File: src/rtl/ea_gen_pkg.sv
package ea_gen_pkg;

  typedef enum logic [3:0] {
    M_IMM  = 4'd0,
    M_REG  = 4'd1,
    M_ABS  = 4'd2,
    M_IND  = 4'd3,
    M_IDX  = 4'd4,
    M_SCL  = 4'd5,
    M_CMB  = 4'd6,
    M_PREI = 4'd7,
    M_PRED = 4'd8,
    M_POSI = 4'd9,
    M_POSD = 4'd10,
    M_DIND = 4'd11,
    M_MIND = 4'd12
  } ea_mode_e;

  typedef enum logic [1:0] {
    S_IDLE = 2'd0,
    S_CALC = 2'd1,
    S_WAIT = 2'd2
  } ea_state_e;

endpackage

File: src/rtl/ea_addr_calc.sv
module ea_addr_calc
  import ea_gen_pkg::*;
#(
  parameter int AW = 16
) (
  input  logic [3:0]    mode,
  input  logic [AW-1:0] ra,
  input  logic [AW-1:0] rb,
  input  logic [AW-1:0] disp,
  input  logic [1:0]    scale,
  input  logic [1:0]    osize,
  output logic [AW-1:0] addr,
  output logic [AW-1:0] wb_val,
  output logic          wb_en,
  output logic          fetch
);

  logic [AW-1:0] step;
  logic [AW-1:0] scaled;
  logic [AW-1:0] stepped_up;
  logic [AW-1:0] stepped_dn;

  assign step       = AW'(1) << osize;
  assign scaled     = rb << scale;
  assign stepped_up = ra + step;
  assign stepped_dn = ra - step;

  always_comb begin
    addr   = disp;
    wb_val = ra;
    wb_en  = 1'b0;
    fetch  = 1'b0;
    case (ea_mode_e'(mode))
      M_REG:  addr = ra;
      M_ABS:  addr = disp;
      M_IND:  addr = ra;
      M_IDX:  addr = ra + disp;
      M_SCL:  addr = scaled + disp;
      M_CMB:  addr = scaled + ra + disp;
      M_PREI: begin addr = stepped_up; wb_val = stepped_up; wb_en = 1'b1; end
      M_PRED: begin addr = stepped_dn; wb_val = stepped_dn; wb_en = 1'b1; end
      M_POSI: begin addr = ra;         wb_val = stepped_up; wb_en = 1'b1; end
      M_POSD: begin addr = ra;         wb_val = stepped_dn; wb_en = 1'b1; end
      M_DIND: begin addr = ra; fetch = 1'b1; end
      M_MIND: begin addr = ra; fetch = 1'b1; end
      default: addr = disp;
    endcase
  end

endmodule

File: src/rtl/ea_ptr_chain.sv
module ea_ptr_chain #(
  parameter int AW         = 16,
  parameter int MAX_LEVELS = 8
) (
  input  logic          clk,
  input  logic          rst,
  input  logic          clear,
  input  logic          rsp_valid,
  input  logic [AW-1:0] rsp_data,
  input  logic          multi,
  output logic          finish,
  output logic          err,
  output logic [AW-1:0] next_addr,
  output logic [AW-1:0] final_val
);

  localparam int LW = $clog2(MAX_LEVELS + 1);
  localparam logic [LW-1:0] LAST_LVL = LW'(MAX_LEVELS - 1);

  logic [LW-1:0] level_q;
  logic          last_flag;
  logic [AW-1:0] masked;

  assign last_flag = rsp_data[AW-1];
  assign masked    = {1'b0, rsp_data[AW-2:0]};

  always_ff @(posedge clk) begin
    if (rst || clear) begin
      level_q <= '0;
    end else if (rsp_valid) begin
      level_q <= level_q + 1'b1;
    end
  end

  assign err       = rsp_valid && multi && !last_flag && (level_q == LAST_LVL);
  assign finish    = rsp_valid && (!multi || last_flag || (level_q == LAST_LVL));
  assign next_addr = masked;
  assign final_val = !multi ? rsp_data : (last_flag ? masked : '0);

  AST_LEVEL_BOUND: assert property (@(posedge clk) disable iff (rst)
    level_q <= LW'(MAX_LEVELS)) else $error("level count beyond cap");

endmodule

File: src/rtl/ea_gen.sv
module ea_gen
  import ea_gen_pkg::*;
#(
  parameter int AW         = 16,
  parameter int NREGS      = 8,
  parameter int MAX_LEVELS = 8,
  localparam int RW        = $clog2(NREGS)
) (
  input  logic          clk,
  input  logic          rst,
  input  logic          start,
  input  logic [3:0]    mode,
  input  logic [RW-1:0] base_sel,
  input  logic [RW-1:0] idx_sel,
  input  logic [AW-1:0] disp,
  input  logic [1:0]    scale,
  input  logic [1:0]    osize,
  output logic [RW-1:0] rf_rd_a_idx,
  input  logic [AW-1:0] rf_rd_a_data,
  output logic [RW-1:0] rf_rd_b_idx,
  input  logic [AW-1:0] rf_rd_b_data,
  output logic          rf_we,
  output logic [RW-1:0] rf_wr_idx,
  output logic [AW-1:0] rf_wr_data,
  output logic          mem_req,
  output logic [AW-1:0] mem_addr,
  input  logic          mem_rvalid,
  input  logic [AW-1:0] mem_rdata,
  output logic          done,
  output logic [AW-1:0] done_value,
  output logic          done_err
);

  ea_state_e     state_q;
  logic [3:0]    mode_q;
  logic [RW-1:0] bsel_q;
  logic [RW-1:0] isel_q;
  logic [AW-1:0] disp_q;
  logic [1:0]    scale_q;
  logic [1:0]    size_q;

  logic [AW-1:0] c_addr;
  logic [AW-1:0] c_wb_val;
  logic          c_wb_en;
  logic          c_fetch;

  logic          ch_clear;
  logic          ch_rsp;
  logic          ch_multi;
  logic          ch_finish;
  logic          ch_err;
  logic [AW-1:0] ch_next;
  logic [AW-1:0] ch_value;

  assign rf_rd_a_idx = bsel_q;
  assign rf_rd_b_idx = isel_q;

  ea_addr_calc #(.AW(AW)) calc_i (
    .mode   (mode_q),
    .ra     (rf_rd_a_data),
    .rb     (rf_rd_b_data),
    .disp   (disp_q),
    .scale  (scale_q),
    .osize  (size_q),
    .addr   (c_addr),
    .wb_val (c_wb_val),
    .wb_en  (c_wb_en),
    .fetch  (c_fetch)
  );

  assign ch_clear = (state_q == S_CALC);
  assign ch_rsp   = (state_q == S_WAIT) && mem_rvalid;
  assign ch_multi = (mode_q == M_MIND);

  ea_ptr_chain #(.AW(AW), .MAX_LEVELS(MAX_LEVELS)) chain_i (
    .clk       (clk),
    .rst       (rst),
    .clear     (ch_clear),
    .rsp_valid (ch_rsp),
    .rsp_data  (mem_rdata),
    .multi     (ch_multi),
    .finish    (ch_finish),
    .err       (ch_err),
    .next_addr (ch_next),
    .final_val (ch_value)
  );

  always_ff @(posedge clk) begin
    if (rst) begin
      state_q    <= S_IDLE;
      mode_q     <= '0;
      bsel_q     <= '0;
      isel_q     <= '0;
      disp_q     <= '0;
      scale_q    <= '0;
      size_q     <= '0;
      done       <= 1'b0;
      done_err   <= 1'b0;
      done_value <= '0;
      rf_we      <= 1'b0;
      rf_wr_idx  <= '0;
      rf_wr_data <= '0;
      mem_req    <= 1'b0;
      mem_addr   <= '0;
    end else begin
      done     <= 1'b0;
      done_err <= 1'b0;
      rf_we    <= 1'b0;
      mem_req  <= 1'b0;
      case (state_q)
        S_IDLE: begin
          if (start) begin
            mode_q  <= mode;
            bsel_q  <= base_sel;
            isel_q  <= idx_sel;
            disp_q  <= disp;
            scale_q <= scale;
            size_q  <= osize;
            state_q <= S_CALC;
          end
        end
        S_CALC: begin
          if (c_fetch) begin
            mem_req  <= 1'b1;
            mem_addr <= c_addr;
            state_q  <= S_WAIT;
          end else begin
            done       <= 1'b1;
            done_value <= c_addr;
            rf_we      <= c_wb_en;
            rf_wr_idx  <= bsel_q;
            rf_wr_data <= c_wb_val;
            state_q    <= S_IDLE;
          end
        end
        S_WAIT: begin
          if (mem_rvalid) begin
            if (ch_finish) begin
              done       <= 1'b1;
              done_value <= ch_value;
              done_err   <= ch_err;
              state_q    <= S_IDLE;
            end else begin
              mem_req  <= 1'b1;
              mem_addr <= ch_next;
            end
          end
        end
        default: state_q <= S_IDLE;
      endcase
    end
  end

  AST_DONE_SINGLE: assert property (@(posedge clk) disable iff (rst)
    done |=> !done) else $error("done longer than one cycle");

  AST_WB_AT_DONE: assert property (@(posedge clk) disable iff (rst)
    rf_we |-> done) else $error("writeback outside done");

  AST_REQ_FETCH_ONLY: assert property (@(posedge clk) disable iff (rst)
    mem_req |-> (mode_q == M_DIND || mode_q == M_MIND)) else $error("request in non-fetch mode");

  AST_ONE_OUTSTANDING: assert property (@(posedge clk) disable iff (rst)
    (state_q == S_WAIT && !mem_rvalid) |=> !mem_req) else $error("request while waiting");

  AST_FOLLOW_MASKED: assert property (@(posedge clk) disable iff (rst)
    (mem_req && $past(state_q) == S_WAIT) |-> !mem_addr[AW-1]) else $error("unmasked follow-on address");

  AST_ERR_MULTI_ONLY: assert property (@(posedge clk) disable iff (rst)
    done_err |-> (done && mode_q == M_MIND)) else $error("error outside multi-level walk");

endmodule

File: config.mk
export PLATFORM = sky130hd
export DESIGN_NAME = ea_gen
export DESIGN_NICKNAME = d
export VERILOG_FILES = /design/src/rtl/ea_gen_pkg.sv /design/src/rtl/ea_addr_calc.sv /design/src/rtl/ea_ptr_chain.sv /design/src/rtl/ea_gen.sv
export SDC_FILE = /design/constraint.sdc
export NUM_CORES = 1
export LEC_CHECK = 0
export CAP_MARGIN = 25
export CORE_MARGIN = 8
export CORE_UTILIZATION = 43
export CTS_CLUSTER_SIZE = 14
export DETAILED_ROUTE_END_ITERATION = 8
export HOLD_SLACK_MARGIN = 0.08
export PLACE_DENSITY = 0.71
export REMOVE_ABC_BUFFERS = 1
export SLEW_MARGIN = 20
export SYNTH_ARGS = -nofsm -noshare
export SYNTH_HDL_FRONTEND = slang
export SYNTH_SLANG_ARGS = --single-unit
export TNS_END_PERCENT = 30
File: constraint.sdc
create_clock -name clk -period 9.6 [get_ports clk]
set_input_delay 1.92 -clock clk [delete_from_list [all_inputs] [get_ports clk]]
set_output_delay 1.92 -clock clk [all_outputs]
set_load 0.02 [all_outputs]
Word level (Yosys, flattened, before mapping)
Index checks and enable logic that the tools add are counted.

word-level totals
  bits of input ports = 82
  word-level logic and storage cells = 101
  flip-flop bits (word level) = 91

cells by class
  equality and inequality tests = 20
  add/sub/neg operators = 7
  muxes and demuxes = 27
  reduce and logical (&&, ||, !) cells = 24
  shifts and indexed selects = 2
  bitwise logic cells = 5

operator list
  operator                                          number
  two-way mux 16 bit                                7
  case mux 16 bit (2 select lines)                  3
  case mux 16 bit (6 select lines)                  1
  adder 16 bit                                      5
  == test 4 x 3 -> 1 bit, second input constant     5
  == test 4 bit, second input constant              5
  left shift 1 x 2 -> 16 bit, first input constant  1
  left shift 16 x 2 -> 16 bit                       1
  subtractor 16 bit                                 1
  two-way mux 15 bit                                1
  inequality test 2 bit, second input constant      6
  two-way mux 1 bit                                 8
  two-way mux 2 bit                                 4
  AND reduction 4 bit                               2
  OR reduction 4 bit                                2
  case mux 2 bit (3 select lines)                   1
  OR reduction 2 bit                                3
  OR reduction 6 bit                                1
  logical AND 1 bit                                 5
  NOT 1 bit                                         5
  adder 4 x 1 -> 4 bit, second input constant       1
  == test 4 x 1 -> 1 bit, second input constant     1
  == test 4 x 2 -> 1 bit, second input constant     1
  case mux 1 bit (2 select lines)                   2
  9 further kinds                                   13

Longest topological paths before layout
Gate-level depths: netlist of run 1.

  word-level depth = 8
  gate-level depth with buffers = 16

Cells and area by module
A second synthesis of run 1 with hierarchy kept.

second synthesis, totals
  cells, all modules = 1026
  area total of the unflattened synthesis = 8306.7 µm²

by module, submodules not included
  module        area each (µm²)  sequential area each (µm²)  instances  cells each
  ea_addr_calc  4068.9           0.0                         1          556
  ea_gen        3767.4           1741.7                      1          414
  ea_ptr_chain  470.5            80.1                        1          56

Least setup slack after synthesis of run 1
Ideal clock, no wire load.

  kind = input to register
  start = input rf_rd_b_data[0]
  end = register mem_addr[9]
  slack = 4.755 ns
  buffers on the path = 0
  cell stages on the path = 11
  library setup time = 0.134 ns
  data arrival time = 4.710 ns
  cells stage by stage = mux2i_1 o21ai_0 fa_1 fa_1 a211oi_1 nor3_1 or4_1 a31oi_1 o21ai_0 a211oi_1 a211oi_1

between the ends
  longest elaborated chain between the ends = 6
  elaborated cells between the ends (all ways) = 7
  those cells by class = 3 x add/sub; 1 x shift; 3 x mux

ends and longest elaborated chain
  what                                  line                source
  start: declaration                    ea_gen.sv:21        input logic [AW-1:0] rf_rd_b_data,
  left shift 16 x 2 -> 16 bit (*)       ea_addr_calc.sv:24  assign scaled = rb << scale;
  adder 16 bit (2 in series)            ea_addr_calc.sv:39  M_CMB: addr = scaled + ra + disp;
  case mux 16 bit (6 select lines) (*)  ea_addr_calc.sv:33  case (ea_mode_e'(mode))
  two-way mux 16 bit (*)                ea_gen.sv:123       if (c_fetch) begin
  case mux 16 bit (2 select lines) (*)  ea_gen.sv:110       case (state_q)
  end signal: assignment                ea_gen.sv:125       mem_addr <= c_addr;
  end signal: assignment                ea_gen.sv:145       mem_addr <= ch_next;
  end: declaration                      ea_gen.sv:26        output logic [AW-1:0] mem_addr,

Every way passes the cells marked *; elsewhere a longest branch is shown, timed or not. The select of a mux whose other input is x is not followed.
A chain may end at the register's enable or synchronous reset.

Final worst setup path of run 1
  start = input rf_rd_b_data[1]
  end = register mem_addr[9]

Same word-level chain as after synthesis.

==> summary.md, run 1 <==
| Metric | Value |
|---|---|
| Hold_ws | 0.451 ns |
| Setup_tns | 0 ns |
| Endpoints failing hold | 0 |
| DP Worst Slack | ~3.7 ns |
| RSZ-0062 raised after global routing | no |
| Share of cells above drive strength 1 | 0.0553 |
| WHS Path Cells | 2 |
| Top cells by count, synth | 141 x nand2_1, 105 x nor2_1, 91 x dfxtp_1 |
| Clk Latency, worst-skew pair | about 0.37 ns |
| Antenna violations before repair | 0 |
| Worst Hold Launch | rf_wr_data[5] |
| Die height | 153 um |
| Slew Limit Headroom | 0.312 |
| Avg WL per Cell | around 20 um |
| Leakage | 3.51 nW |
| Layout Cells excl Fill | between 1000 and 1500 |
| Final worst slack | roughly 4 ns |
| Reg power frac | 0.319 |
| Total Nets Final | 1294 |
| Clock root cell | clkbuf_16 |
| Post-Syn Instances | roughly 1100 |
| Most common cell on crit path | a211oi_1 |
| TritonCTS buffer count | 9 |
| Die ar. | around 23000 um^2 |
| Max-cap violations | 0 |
| Congestion Overflow GR | 0 |
| R2R Setup Slk | ~4.4 ns |
| Tightest Pin Transition | 1.03 ns |
| Yosys cell types | 78 |
| Clock power share | 0.277 |
| Synth Area in Adders | 0.111 |
| Worst r2r src | mode_q[2] |
| Total length of routed wires | 28.1 mm |
| Yosys reg bits | between 90 and 100 |
| Row count | 50 |
| Fin Clk Skew | 0.00925 ns |
| Iteration-0 DRC Markers | ~700 |
| Initial Utilization | 0.434 |
| Worst path slowest cell | clkdlybuf4s50_1 |
| CP arrival | just under 6 ns |
| Hold endpoint | rf_wr_data[5] |
| Post-route ant nets | 0 |
| Filler Cell Count | roughly 1800 |
| Largest family of logic cells by synthesized area | compound AO/OA/AOI/OAI gates |
| Detailed Routing Iterations Pass 1 | 6 |
| R2r worst-path depth | 13 |
| Critical path required time | about 9.8 ns |
| Vias in the first global route | 7994 |
| Pwr dens | around 140 nW/um^2 |
| Synth Warn # | 0 |
| Area grow syn2layout | 21.9% |
| Clock Path Buffers | 2 |
| WS Path Type | in -> reg |
| CP endpoint kind | register |
| Crit path largest cell delay | about 0.5 ns |
| CP startpoint | rf_rd_b_data[1] |
| Primary FF master, synth | dfxtp_1 |
| Clock-pin slew on the worst setup and hold paths | about 0.07 ns |
| Switch Pwr | around 0.00052 W |
| Post-Syn Area | 8070 um^2 |
| Peak fanout along the critical path | 3 |
| R2R Path End | mem_addr[14] |
| Dpl cells | between 1000 and 1500 |
| Sequential area share after synthesis | 0.226 |
| XOR/XNOR Fraction of Synth Area | 0.0402 |
| I/O Buffers | 142 |
| CP Cell Sequence | clkdlybuf4s50_1 -> mux2i_1 -> nor2_1 -> fa_1 -> ha_1 -> fa_1 -> a211oi_1 -> nor3_1 -> or4_1 -> a31oi_1 -> o21ai_0 -> a211oi_1 -> a211oi_1 |
| Final max-slew violation count | 0 |
| Total core area | 18600 um^2 |
| Fmax | 178 MHz |
| Min Tclk post-route | ~5.6 ns |
| Internal | 0.000816 W |
| Combinational power share | 0.404 |
| Worst Hold Class | reg -> reg |
| Synth async-reset ratio | 0 |
| Synth area leader | dfxtp_1 |
| Final setup viols | 0 |
| TritonCTS clock tree | done |
| DP HPWL | approximately 21 mm |
| First-pass GRT wire length | 44.6 mm |
| PostCTS Resize Cnt | 0 |
| Drc violations | 0 |
| Post-synthesis mux area share | 0.0659 |
| Switching share of power | 0.390 |
| # hold bufs at CTS | 0 |
| Via count | around 8400 |
| Post-synth EDFFs | 0 |
| Post-CTS Setup Bufs | 0 |
| Top post-synthesis cells by area | dfxtp_1 23%, nand2_1 6.6%, ha_1 6.4% |
| VDD IR-drop max | around 0.095 mV |
| Mean Syn Cell Area | 7.55 um^2 |
| H-tree Lvls | 3 |
| Top-level port count | approximately 140 |
| Drt via density | between 6 and 7 |
| Most frequent cell after synthesis | nand2_1 |
| CP Launch Type | primary input |
| Synth Area in Compound Gates | 0.264 |
| Final period util | 0.584 |
| Global Route Usage Sum | 0.235 |
| Synth top area share | 0.226 |
| Die width | between 150 and 200 um |
| CTS Sinks | 91 |
| Status | finished, final reports clean |
| Synth Area in Simple Gates | 0.242 |
| Pin count of the biggest net entering global routing | just over 90 |
| # diodes | 0 |
| Gpl congestion | between 0.9 and 1 |
==> logic make-up after synthesis <==
family / count (synthesis)
xor+xnor: 37
compound gates: 322
simple gates: 405
flops: 91
buf+inv: 103
mux: 50
fa+ha+maj: 60
==> cells in the final DEF (no fill, tap or decap), types with 10 or more instances in the layout <==
cell,synthesis,final
a211oi_1,32,32
a21o_1,12,12
a21oi_1,86,85
a221oi_1,13,13
a311oi_1,21,21
a31oi_1,18,18
clkdlybuf4s50_1,0,141
dfxtp_1,91,91
fa_1,19,19
ha_1,41,40
inv_1,24,24
mux2_2,15,15
mux2i_1,34,34
nand2_1,141,141
nand2b_1,11,11
nand3_1,27,27
nor2_1,105,105
nor2b_1,12,12
nor3_1,32,31
nor4_1,11,11
o21a_1,11,11
o21ai_0,47,47
o21ai_1,10,10
xnor2_1,23,23
xor2_1,14,14
==> power groups by stage <==
| stage | Combinational, W | Sequential (W) | Clock (W) |
|---|---|---|---|
| after global routing | 0.000587 | 0.000431 | 0.000386 |
| after global placement | 0.000526 | 0.000435 | 0 |
| after detailed placement | 0.000530 | 0.000436 | 0 |
| after floorplan | 0.000306 | 0.000458 | 0 |
| final | 0.000540 | 0.000427 | 0.000371 |
| after CTS | 0.000533 | 0.000427 | 0.000375 |
==> how the worst max path moves through the flow <==
| stage | end | slack [ns] | cells after the start |
|---|---|---|---|
| 4_1_cts | mem_addr[9] | 4.03 | 12 |
| 3_3_place_gp | mem_addr[9] | 3.77 | 12 |
| 3_5_place_dp | mem_addr[9] | 3.70 | 12 |
| 6_report | mem_addr[9] | 3.99 | 13 |
| 5_1_grt | done_value[9] | 3.71 | 12 |
| 2_1_floorplan | done_value[9] | 4.71 | 11 |
==> critical path: cells and delay by family <==
kind            cells  cell delay (ns)
simple gates        3             0.95
mux                 1             0.08
compound gates      5             1.17
buf+inv             1             0.50
fa+ha+maj           3             1.16
==> metal layers <==
metal	global-route usage	share of wire
met1	0.315	0.45
met2	0.375	0.46
met3	0.0358	0.064
met4	0.0881	0.025
met5	0	0
==> metrics by stage <==
step,utilization,total power (W),instance area [um^2]
2_1_floorplan,-,0.000764,7750
3_3_place_gp,0.513,0.000962,9540
3_5_place_dp,0.513,0.000966,9540
6_report,0.529,0.00134,9840
5_1_grt,0.529,0.00140,9840
4_1_cts,0.529,0.00134,9840
==> sequential cells by signal (all words and copies together), names as in the netlist <==
register / count
disp_q: 16
done_value: 16
mem_addr: 16
rf_wr_data: 16
chain_i.level_q: 4
mode_q: 4
rf_rd_a_idx: 3
rf_rd_b_idx: 3
rf_wr_idx: 3
scale_q: 2
size_q: 2
state_q: 2
done: 1
done_err: 1
mem_req: 1
rf_we: 1
==> layout make-up <==
type | count | area, um^2 | area share
multi-input combinational | 874 | 5850 | 0.594
sequential | 91 | 1820 | 0.185
timing repair buffer | 151 | 1480 | 0.151
tap | 234 | 293 | 0.0298
clock buffer | 10 | 239 | 0.0243
inverter | 25 | 93.8 | 0.00954
clock inverter | 6 | 58.8 | 0.00598
Power figures use the tool's default switching activity.
==> run 2, diff against run 1 <==
Clock period 9.6 ns to 5.56 ns, I/O delays scaled along.
==> run 2 against run 1 <==
- critical endpoint unchanged
- setup slack lost 3.2 ns
- worst hold slack lost 0.0014 ns
- non-clock buffer count is 13 higher
- sequential power is 72% higher
- global-route usage grew 0.40 points
- cell count grew 0.93%
- first-iteration DRC count is 10% higher
==> summary.md, run 2 (synthesis gave the netlist of run 1 again) <==
| Metric | Value |
|---|---|
| # diodes | 0 (unchanged) |
| Min Tclk post-route | roughly 4.8 ns |
| Setup_tns | 0 ns (unchanged) |
| Final max-slew violation count | 0 (unchanged) |
| Post-route ant nets | 0 (unchanged) |
| Tightest Pin Transition | 1.02 ns (-0.00526 ns) |
| Drt via density | 6.05 (+0.16%) |
| Row count | 50 (unchanged) |
| PostCTS Resize Cnt | 0 (unchanged) |
| Drc violations | 0 (unchanged) |
| # hold bufs at CTS | 0 (unchanged) |
| Endpoints failing hold | 0 (unchanged) |
| Most frequent cells in the layout | 141 x nand2_1, 141 x clkdlybuf4s50_1, 105 x nor2_1 |
| Area of the multi-input gates | 5850 um^2 (unchanged) |
| Filler Cell Count | 1823 (+1.2%) |
| Clock Path Buffers | 2 (unchanged) |
| CP endpoint kind | register |
| Area after DPL | 9640 um^2 (+1.0%) |
| Worst Hold Class | reg -> reg |
| Global Route Usage Sum | 0.239 (+0.00396) |
| Leakage | 3.57 nW (+1.6%) |
| Status | finished, final reports clean |
| I/O Buffers | 142 (unchanged) |
| CP arrival | 5.03 ns (-0.78 ns) |
| Congestion Overflow GR | 0 (unchanged) |
| CTS Sinks | 91 (unchanged) |
| Hold_ws | 0.450 ns (-0.00136 ns) |
| Clock power share | 0.268 (-0.009) |
| Internal | 0.00140 W (+71%) |
| Switch Pwr | 0.000890 W (+70%) |
| Worst Hold Launch | rf_wr_data[10] |
| Top-level port count | 143 (unchanged) |
| Initial Utilization | 0.434 (unchanged) |
| Clk Latency, worst-skew pair | 0.36 ns (about the same) |
| Overall power | 0.00229 W (+71%) |
| Area grow syn2layout | 22.9% |
| Total core area | 18600 um^2 (unchanged) |
| RSZ-0062 raised after global routing | no |
| Die height | 153 um (unchanged) |
| Hold endpoint | rf_wr_data[10] |
| Clock root cell | clkbuf_16 |
| Gpl congestion | 0.984 (+3.1%) |
| Share of cells above drive strength 1 | 0.0650 (+0.00964) |
| Avg WL per Cell | 20.2 um (+0.14%) |
| R2R Path End | mem_addr[9] |
| Final period util | 0.863 |
| Pwr dens | 231 nW/um^2 (+70%) |
| TritonCTS buffer count | 9 (unchanged) |
| Final setup viols | 0 (unchanged) |
| DP HPWL | 21.6 mm (+1.7%) |
| Final Instance Area | 9910 um^2 (+0.80%) |
| Post-CTS Setup Bufs | 0 (unchanged) |
| Fmax | between 200 and 250 MHz |
| R2r worst-path depth | 11 (-2) |
| Reg power frac | 0.321 (+0.002) |
| Iteration-0 DRC Markers | 776 (+10%) |
| WHS Path Cells | 2 (unchanged) |
| Total Nets Final | 1307 (+1.0%) |
| Pin count of the biggest net entering global routing | 57 (-39%) |
| Max-cap violations | 0 (unchanged) |
| Peak fanout along the critical path | 3 (unchanged) |
| Switching share of power | 0.389 (-0.00160) |
| Vias in the first global route | 8202 (+2.6%) |
| Total length of routed wires | 28.4 mm (+1.1%) |
| TritonCTS clock tree | done |
| Dpl cells | 1388 (+0.95%) |
| Layout Cells excl Fill | 1404 (+0.93%) |
| First-pass GRT wire length | 45.4 mm (+1.6%) |
| R2R Setup Slk | 0.99 ns (-3.44 ns) |
| Antenna violations before repair | 0 (unchanged) |
| Fin Clk Skew | 0.00725 ns (-0.00200 ns) |
| Critical path required time | 5.79 ns (-4.01 ns) |
| WS Path Type | in -> reg |
| Via count | 8498 (+1.1%) |
| Die ar. | 23400 um^2 (unchanged) |
| Combinational power share | 0.411 (+0.007) |
| Register area | 1820 um^2 (unchanged) |
| Detailed Routing Iterations Pass 1 | 7 (+1) |
| CP Launch Type | primary input |
| Slew Limit Headroom | 0.315 (+0.00352) |
| Worst r2r src | scale_q[1] |
| VDD IR-drop max | 0.172 mV (+80%) |
| Die width | 153 um (unchanged) |
| Clock-pin slew on the worst setup and hold paths | 0.07 ns (about the same) |
| H-tree Lvls | 3 (unchanged) |
run 2: how the worst max path moves through the flow:
stage | depth (start not counted) | slack (ns) | from | endpoint
2_1_floorplan | 11 | 1.48 | rf_rd_b_data[0] | done_value[9]
3_3_place_gp | 12 | 0.55 | rf_rd_b_data[0] | mem_addr[9]
3_5_place_dp | 12 | 0.43 | rf_rd_b_data[0] | mem_addr[9]
4_1_cts | 12 | 0.80 | rf_rd_b_data[0] | mem_addr[9]
5_1_grt | 12 | 0.55 | rf_rd_b_data[0] | mem_addr[9]
6_report | 12 | 0.76 | rf_rd_b_data[0] | mem_addr[9]
run 2: final cells by class:
type | count | area share
sequential | 91 | 0.184
clock inverter | 6 | 0.00505
multi-input combinational | 874 | 0.590
timing repair buffer | 164 | 0.160
clock buffer | 10 | 0.0231
tap | 234 | 0.0295
inverter | 25 | 0.00946
run 2: worst max-delay path, stage by stage:
cell             delay (ns)
clkdlybuf4s50_1        0.50
mux2i_1                0.10
o21ai_0                0.42
fa_1                   0.55
fa_1                   0.49
a211oi_1               0.43
nor3_1                 0.17
or4_1                  0.49
a31oi_1                0.19
o21ai_0                0.11
a211oi_1               0.34
a211oi_1               0.13
run 2: metal layers:
layer	track usage	up-vias	wire length, um
li1	-	4118	-
met1	0.316	3972	12600
met2	0.379	365	12800
met3	0.0434	43	2110
met4	0.0966	0	929
met5	0	-	0
run 2: power groups by stage:
stage	clock [W]	sequential, W	combinational, W
4_1_cts	0.000621	0.000736	0.000927
5_1_grt	0.000646	0.000742	0.00103
2_1_floorplan	0	0.000791	0.000529
3_5_place_dp	0	0.000751	0.000922
6_report	0.000613	0.000736	0.000940
3_3_place_gp	0	0.000750	0.000916
run 2: stage by stage:
| step | utilization | setup WS (ns) |
|---|---|---|
| 2_1_floorplan | - | 1.48 |
| 4_1_cts | 0.534 | 0.800 |
| 5_1_grt | 0.534 | 0.549 |
| 6_report | 0.534 | 0.761 |
| 3_3_place_gp | 0.519 | 0.551 |
| 3_5_place_dp | 0.519 | 0.425 |
